$ cat src/rtl/tagnib_pkg.sv
package tagnib_pkg;
   typedef enum logic [1:0] {
      OP_LOAD  = 2'd0,
      OP_STORE = 2'd1,
      OP_PAIR  = 2'd2,
      OP_RSVD  = 2'd3
   } tn_op_e;

   typedef enum logic [1:0] {
      ST_IDLE   = 2'd0,
      ST_FIRST  = 2'd1,
      ST_SECOND = 2'd2
   } tn_state_e;

   localparam int TN_TAG_W = 4;
endpackage

$ cat src/rtl/tagnib_ram.sv
module tagnib_ram #(
   parameter int IDX_W = 7,
   parameter bit CLEAR = 1'b1
) (
   input  logic             clk,
   input  logic             rst_n,
   input  logic [IDX_W-1:0] rd_idx,
   output logic [7:0]       rd_byte,
   input  logic             wr_en,
   input  logic [IDX_W-1:0] wr_idx,
   input  logic [7:0]       wr_byte
);
   localparam int DEPTH = 1 << IDX_W;

   logic [7:0] mem [DEPTH];

   generate
      if (CLEAR) begin : g_clear
         always_ff @(posedge clk or negedge rst_n) begin
            if (!rst_n) begin
               for (int i = 0; i < DEPTH; i++) mem[i] <= 8'h00;
            end else if (wr_en) begin
               mem[wr_idx] <= wr_byte;
            end
         end
      end else begin : g_noclear
         always_ff @(posedge clk) begin
            if (wr_en) mem[wr_idx] <= wr_byte;
         end
      end
   endgenerate

   always_ff @(posedge clk or negedge rst_n) begin
      if (!rst_n) rd_byte <= 8'h00;
      else        rd_byte <= mem[rd_idx];
   end
endmodule

$ cat src/rtl/tagnib_lane_merge.sv
module tagnib_lane_merge #(
   parameter int TAG_W = 4
) (
   input  logic [2*TAG_W-1:0] old_byte,
   input  logic [TAG_W-1:0]   tag,
   input  logic [1:0]         lanes,
   output logic [2*TAG_W-1:0] new_byte
);
   generate
      for (genvar l = 0; l < 2; l++) begin : g_lane
         assign new_byte[l*TAG_W +: TAG_W] = lanes[l] ? tag : old_byte[l*TAG_W +: TAG_W];
      end
   endgenerate
endmodule

$ cat src/rtl/tagnib_ctrl.sv
module tagnib_ctrl
   import tagnib_pkg::*;
#(
   parameter int ADDR_W    = 12,
   parameter int GRAN_LOG2 = 4,
   parameter int DATA_W    = 64,
   parameter int TAG_LSB   = 56,
   parameter int IDX_W     = 7
) (
   input  logic              clk,
   input  logic              rst_n,
   input  logic              req_valid,
   input  logic [1:0]        req_op,
   input  logic [ADDR_W-1:0] req_addr,
   input  logic [DATA_W-1:0] req_data,
   input  logic              req_tagok,
   output logic              busy,
   output logic              done,
   output logic              fault,
   output logic [DATA_W-1:0] rsp_data,
   output logic [IDX_W-1:0]  rd_idx,
   input  logic [7:0]        rd_byte,
   output logic              wr_en,
   output logic [IDX_W-1:0]  wr_idx,
   output logic [1:0]        wr_lanes,
   output logic [TN_TAG_W-1:0] wr_tag
);
   localparam int HALF_BIT = GRAN_LOG2;
   localparam int IDX_LSB  = GRAN_LOG2 + 1;
   localparam logic [DATA_W-1:0] TAG_MASK = DATA_W'({TN_TAG_W{1'b1}}) << TAG_LSB;

   tn_state_e          state, nxt_state;
   tn_op_e             op_q;
   logic [IDX_W-1:0]   idx_q, idx_nx;
   logic               half_q, mis_q, tagok_q;
   logic [DATA_W-1:0]  data_q;
   logic               fin, flt, upd_rsp, is_store_q;
   logic [TN_TAG_W-1:0] picked, ins_tag;
   logic [IDX_W-1:0]   req_idx;

   assign req_idx    = req_addr[IDX_LSB +: IDX_W];
   assign idx_nx     = IDX_W'(idx_q + 1'b1);
   assign is_store_q = (op_q == OP_STORE) || (op_q == OP_PAIR);
   assign picked     = half_q ? rd_byte[7:4] : rd_byte[3:0];
   assign ins_tag    = tagok_q ? picked : '0;
   assign wr_tag     = data_q[TAG_LSB +: TN_TAG_W];
   assign busy       = (state != ST_IDLE);
   assign rd_idx     = (state == ST_FIRST) ? idx_nx : req_idx;
   assign wr_idx     = (state == ST_SECOND) ? idx_nx : idx_q;

   always_comb begin
      nxt_state = state;
      fin       = 1'b0;
      flt       = 1'b0;
      upd_rsp   = 1'b0;
      wr_en     = 1'b0;
      wr_lanes  = 2'b00;
      unique case (state)
         ST_IDLE: begin
            if (req_valid) nxt_state = ST_FIRST;
         end
         ST_FIRST: begin
            if (!is_store_q) begin
               upd_rsp = 1'b1;
               fin     = 1'b1;
            end else if (mis_q) begin
               flt = 1'b1;
               fin = 1'b1;
            end else if (!tagok_q) begin
               fin = 1'b1;
            end else if (op_q == OP_STORE) begin
               wr_en    = 1'b1;
               wr_lanes = half_q ? 2'b10 : 2'b01;
               fin      = 1'b1;
            end else if (!half_q) begin
               wr_en    = 1'b1;
               wr_lanes = 2'b11;
               fin      = 1'b1;
            end else begin
               wr_en     = 1'b1;
               wr_lanes  = 2'b10;
               nxt_state = ST_SECOND;
            end
            if (fin) nxt_state = ST_IDLE;
         end
         ST_SECOND: begin
            wr_en     = 1'b1;
            wr_lanes  = 2'b01;
            fin       = 1'b1;
            nxt_state = ST_IDLE;
         end
         default: nxt_state = ST_IDLE;
      endcase
   end

   always_ff @(posedge clk or negedge rst_n) begin
      if (!rst_n) begin
         state    <= ST_IDLE;
         op_q     <= OP_LOAD;
         idx_q    <= '0;
         half_q   <= 1'b0;
         mis_q    <= 1'b0;
         tagok_q  <= 1'b0;
         data_q   <= '0;
         done     <= 1'b0;
         fault    <= 1'b0;
         rsp_data <= '0;
      end else begin
         state <= nxt_state;
         done  <= fin;
         fault <= flt;
         if (state == ST_IDLE && req_valid) begin
            op_q    <= tn_op_e'(req_op);
            idx_q   <= req_idx;
            half_q  <= req_addr[HALF_BIT];
            mis_q   <= (req_addr[GRAN_LOG2-1:0] != '0);
            tagok_q <= req_tagok;
            data_q  <= req_data;
         end
         if (upd_rsp) rsp_data <= (data_q & ~TAG_MASK) | (DATA_W'(ins_tag) << TAG_LSB);
      end
   end
endmodule

$ cat src/rtl/tagnib_store.sv
module tagnib_store
   import tagnib_pkg::*;
#(
   parameter int ADDR_W         = 12,
   parameter int GRAN_LOG2      = 4,
   parameter int DATA_W         = 64,
   parameter int TAG_LSB        = 56,
   parameter bit CLEAR_ON_RESET = 1'b1
) (
   input  logic              clk,
   input  logic              rst_n,
   input  logic              req_valid,
   input  logic [1:0]        req_op,
   input  logic [ADDR_W-1:0] req_addr,
   input  logic [DATA_W-1:0] req_data,
   input  logic              req_tagok,
   output logic              busy,
   output logic              done,
   output logic              fault,
   output logic [DATA_W-1:0] rsp_data
);
   localparam int IDX_W = ADDR_W - GRAN_LOG2 - 1;

   generate
      if (GRAN_LOG2 < 1) begin : g_bad_gran
         $error("tagnib_store: GRAN_LOG2 must be at least 1");
      end
      if (IDX_W < 1) begin : g_bad_addr
         $error("tagnib_store: ADDR_W too small for one tag byte");
      end
      if (TAG_LSB + TN_TAG_W > DATA_W) begin : g_bad_field
         $error("tagnib_store: tag field does not fit in DATA_W");
      end
   endgenerate

   logic [IDX_W-1:0]    rd_idx, wr_idx;
   logic [7:0]          rd_byte, wr_byte;
   logic                wr_en;
   logic [1:0]          wr_lanes;
   logic [TN_TAG_W-1:0] wr_tag;

   tagnib_ctrl #(
      .ADDR_W(ADDR_W), .GRAN_LOG2(GRAN_LOG2), .DATA_W(DATA_W),
      .TAG_LSB(TAG_LSB), .IDX_W(IDX_W)
   ) u_ctrl (
      .clk(clk), .rst_n(rst_n), .req_valid(req_valid), .req_op(req_op),
      .req_addr(req_addr), .req_data(req_data), .req_tagok(req_tagok),
      .busy(busy), .done(done), .fault(fault), .rsp_data(rsp_data),
      .rd_idx(rd_idx), .rd_byte(rd_byte), .wr_en(wr_en), .wr_idx(wr_idx),
      .wr_lanes(wr_lanes), .wr_tag(wr_tag)
   );

   tagnib_lane_merge #(.TAG_W(TN_TAG_W)) u_merge (
      .old_byte(rd_byte), .tag(wr_tag), .lanes(wr_lanes), .new_byte(wr_byte)
   );

   tagnib_ram #(.IDX_W(IDX_W), .CLEAR(CLEAR_ON_RESET)) u_ram (
      .clk(clk), .rst_n(rst_n), .rd_idx(rd_idx), .rd_byte(rd_byte),
      .wr_en(wr_en), .wr_idx(wr_idx), .wr_byte(wr_byte)
   );
endmodule

$ cat config.mk
export PLATFORM = sky130hd
export DESIGN_NAME = tagnib_store
export DESIGN_NICKNAME = d
export VERILOG_FILES = /design/src/rtl/tagnib_pkg.sv /design/src/rtl/tagnib_ram.sv /design/src/rtl/tagnib_lane_merge.sv /design/src/rtl/tagnib_ctrl.sv /design/src/rtl/tagnib_store.sv
export SDC_FILE = /design/constraint.sdc
export NUM_CORES = 2
export LEC_CHECK = 0
export ABC_AREA = 1
export BUFFER_PORTS_ARGS = -buffer_cell sky130_fd_sc_hd__buf_2
export CORE_ASPECT_RATIO = 1.75
export CORE_MARGIN = 3
export CORE_UTILIZATION = 55
export CTS_CLUSTER_DIAMETER = 60
export DETAILED_ROUTE_END_ITERATION = 8
export GPL_ROUTABILITY_DRIVEN = 0
export HOLD_SLACK_MARGIN = 0.03
export PLACE_DENSITY_LB_ADDON = 0.12
export SLEW_MARGIN = 30
export SYNTH_ARGS = -nofsm -noshare
export SYNTH_HDL_FRONTEND = slang
export SYNTH_SLANG_ARGS = --single-unit
$ cat constraint.sdc
create_clock -name clk -period 2.93 [get_ports clk]
set_input_delay 0.293 -clock clk [delete_from_list [all_inputs] [get_ports clk]]
set_output_delay 0.293 -clock clk [all_outputs]
set_load 0.05 [all_outputs]
==> summary.txt <==
Critical path
  • CP Capture Type: flop
  • Bufs and invs on worst path: 5
  • CP max FO: 44
  • Cell chain of the critical path: inv_1 -> ha_2 -> inv_1 -> buf_4 -> nand2_2 -> nand2_8 -> buf_4 -> buf_16 -> nand2_1 -> nand3_1 -> nand3_1 -> nand3_1 -> nand3_1 -> nand3_2 -> nand2_1 -> nand2_2 -> nand2_1
  • WP data required: 3.59 ns
  • WP data arrival: 3.52 ns
  • Most common cell on crit path: nand3_1
  • Setup Crit Path Kind: reg2reg
  • Slowest cell on the critical path: dfrtp_1
  • Type of origin of the critical path: flop
  • Crit path largest cell delay: between 0.3 and 0.4 ns
  • CP delay by family, top: simple AND/OR/NAND/NOR gates

Route
  • Drt first-iter violations: roughly 5000
  • Vias: 50169
  • WL per Instance: between 20 and 25 um
  • Drt total wl: 180 mm
  • # DRC: 0
  • 1st-pass router iterations: 6
  • Antenna-violating nets left: 0
  • Vias per std cell: roughly 5.6

Global routing
  • Initial antenna violation count: 2
  • Largest net degree at the start of global routing: approximately 110
  • Vias in the first global route: ~49000
  • Total track usage: 32.6%
  • Grt ovf: 0
  • First-pass GRT wire length: about 280 mm

Floorplan
  • I/O pins: between 100 and 150
  • Starting Density: a little under three fifths
  • Die W: between 200 and 300 um
  • Die Footprint: roughly 110000 sq um
  • Die Span Y: 439 um
  • Site Rows: 158
  • Core box area: ~110000 sq um

Layout
  • Design area: between 60000 and 70000 sq um
  • Share of cells above drive strength 1: between 10% and 20%
  • Final non-filler cell total: approximately 9000
  • Most common cell after layout, fill and taps aside: nand2_1
  • Multi-input logic area: 22800 sq um
  • Seq. cell area: approximately 29000 sq um
  • Area grow syn2layout: 13.5%
  • Nets: roughly 7600
  • Most frequent cells in the layout: 2188 x nand2_1, 1176 x dfrtp_1, 1112 x inv_1, 1057 x nand3_1, 1016 x o21ai_0
  • Fill count: 9105

STA
  • Clock skew: about 0.019 ns
  • Fmax: 0.349 GHz
  • Setup-failing EPs final: 0
  • Slew headroom: between 50% and 60%
  • Setup TNS: 0 ns
  • Worst slew pin tran: between 0.6 and 0.7 ns
  • Period utilization: between 90 and 100%
  • Fin. max-slew vios: 0
  • Min cycle time layout: 2.87 ns
  • Final Hold Vio Count: 0

Synth
  • Library cells used by synthesis: 33
  • Cells taking the most area after synthesis: dfrtp_1 50%, nand2_1 14%, nand3_1 9.1%
  • Mapped Area: a little under 60000 sq um
  • #FFs+latches synth: around 1200
  • Leading area contributor after synthesis: dfrtp_1
  • Syn Inst Count: 7451
  • Sequential element share of the synthesized area: 49.9%
  • Synthesized Nets: between 7000 and 8000
  • Mapped Avg Cell Area: 7.92 sq um
  • Synth Warn #: 0
  • Yosys top cell area share: 49.9%

Placement
  • Placed inst area: 62100 sq um
  • Post-DP HPWL: roughly 120 mm
  • I/O Buffers: between 100 and 150
  • Dpl cells: slightly below 9000

Job
  • Max Cap Viol: 0

Power
  • Leakage: between 30 and 40 nW
  • Worst vdd rail ir drop: approximately 0.78 mV
  • Cell Pwr Density: roughly 990 nW/um^2

CTS
  • Total CTS buffers: between 100 and 150
  • Clk slew on worst S/H paths: around 0.07 ns
  • CTS tree: done
  • H-Tree Level Count: 3
  • CTS Sinks: roughly 1200
  • CTS root buf: clkbuf_16
  • Clk buf depth: 3
  • Clock Latency Late Sink: 0.73 ns

Run status
  • Status: complete, no violations

Hold path
  • HP Class: in2reg
==> registers in the layout (all words and copies together), names as in the netlist, 2 cells and up <==
register / cells
u_ram.mem: 1024
u_ctrl.data_q: 64
u_ctrl.rsp_data: 64
u_ram.rd_byte: 8
u_ctrl.idx_q: 7
u_ctrl.op_q: 2
u_ctrl.state: 2
==> cells in the mapped netlist, drive strengths merged <==
cell and count:
clkbuf 223, o41ai 1, o21ai 1184, a21boi 1
a21oi 1, nor3 2, nor2 156, nand3 1068
a21o 1, xnor2 1, dfrtp 1176, o31ai 4
nand4 3, inv 1121, xor2 2, buf 279
ha 5, nand2 2223
==> layer usage <==
layer  up-vias  part of all wire, %  track usage (%)
li1      23481                    -                -
met1     24253                   39             40.7
met2      1913                   49             54.7
met3       520                  6.0             3.85
met4         2                  6.3             18.4
met5         -               0.0067                0
==> worst reg2reg max path, stage by stage, from the launching register on <==
cell and delay (ns):
dfrtp_1 0.39, inv_1 0.10, ha_2 0.22, inv_1 0.06
buf_4 0.13, nand2_2 0.14, nand2_8 0.14, buf_4 0.20
buf_16 0.17, nand2_1 0.15, nand3_1 0.07, nand3_1 0.18
nand3_1 0.15, nand3_1 0.18, nand3_2 0.17, nand2_1 0.12
nand2_2 0.12, nand2_1 0.12
==> final timing paths <==
check,cells past startpoint,startpoint,endpoint,slack [ns]
max reg2reg,17,u_ctrl.state[1],u_ram.rd_byte[7],0.06
min reg2reg,2,u_ctrl.rsp_data[52],u_ctrl.rsp_data[52],0.48
min,3,req_addr[6],u_ctrl.idx_q[1],0.11
max in group asynchronous,4,rst_n,u_ram.mem[954],1.67
min in group asynchronous,2,rst_n,u_ctrl.data_q[23],0.12
max,17,u_ctrl.state[1],u_ram.rd_byte[7],0.06
==> where the power goes <==
| part | switching (W) | leakage, nW | internal, W | total (W) |
|---|---|---|---|---|
| logic | 0.0233 | 15.3 | 0.00993 | 0.0332 |
| clock network | 0.00647 | 1.84 | 0.00846 | 0.0149 |
| registers | 0.000614 | 16.2 | 0.0176 | 0.0182 |
==> repair_timing <==
action	CTS	global route
cloned	0	4
setup endpoints to repair	4	8
hold buffers	78	0
hold endpoints to repair	296	0
pin swaps	0	1
setup buffers	0	8
resized for setup	4	28
==> through the flow <==
step / setup WS (ns) / hold slack (ns) / power (W) / utilization (%)
finish: 0.0645 / 0.106 / 0.0664 / 63.1
global route: -0.0186 / 0.129 / 0.0696 / 63.1
CTS: 0.00248 / 0.0835 / 0.0655 / 62.8
detailed placement: -0.0766 / 0.273 / 0.0504 / 58.5
global placement: -0.0637 / 0.270 / 0.0503 / 58.5
floorplan: 0.541 / -0.00259 / 0.0371 / -
==> area by class of cell <==
cell class / count / area share, %
inverter: 1121 / 6.29
clock inverter: 47 / 0.774
sequential: 1176 / 44.0
antenna: 1 / 0.00374
tap: 1360 / 2.54
clock buffer: 154 / 4.77
multi-input combinational: 4652 / 34.1
timing repair buffer: 493 / 7.53
==> logic make-up (layout without fill, tap and decap cells) <==
group,Yosys count,count (layout),synth area share (%)
simple gates,3452,3452,27.8
buf+inv,1623,1815,11.9
compound gates,1192,1192,10.2
flops,1176,1176,49.9
fa+ha+maj,5,5,0.106
xor+xnor,3,3,0.0827
other cells,0,1,0
(Power assumes the default switching activity.)
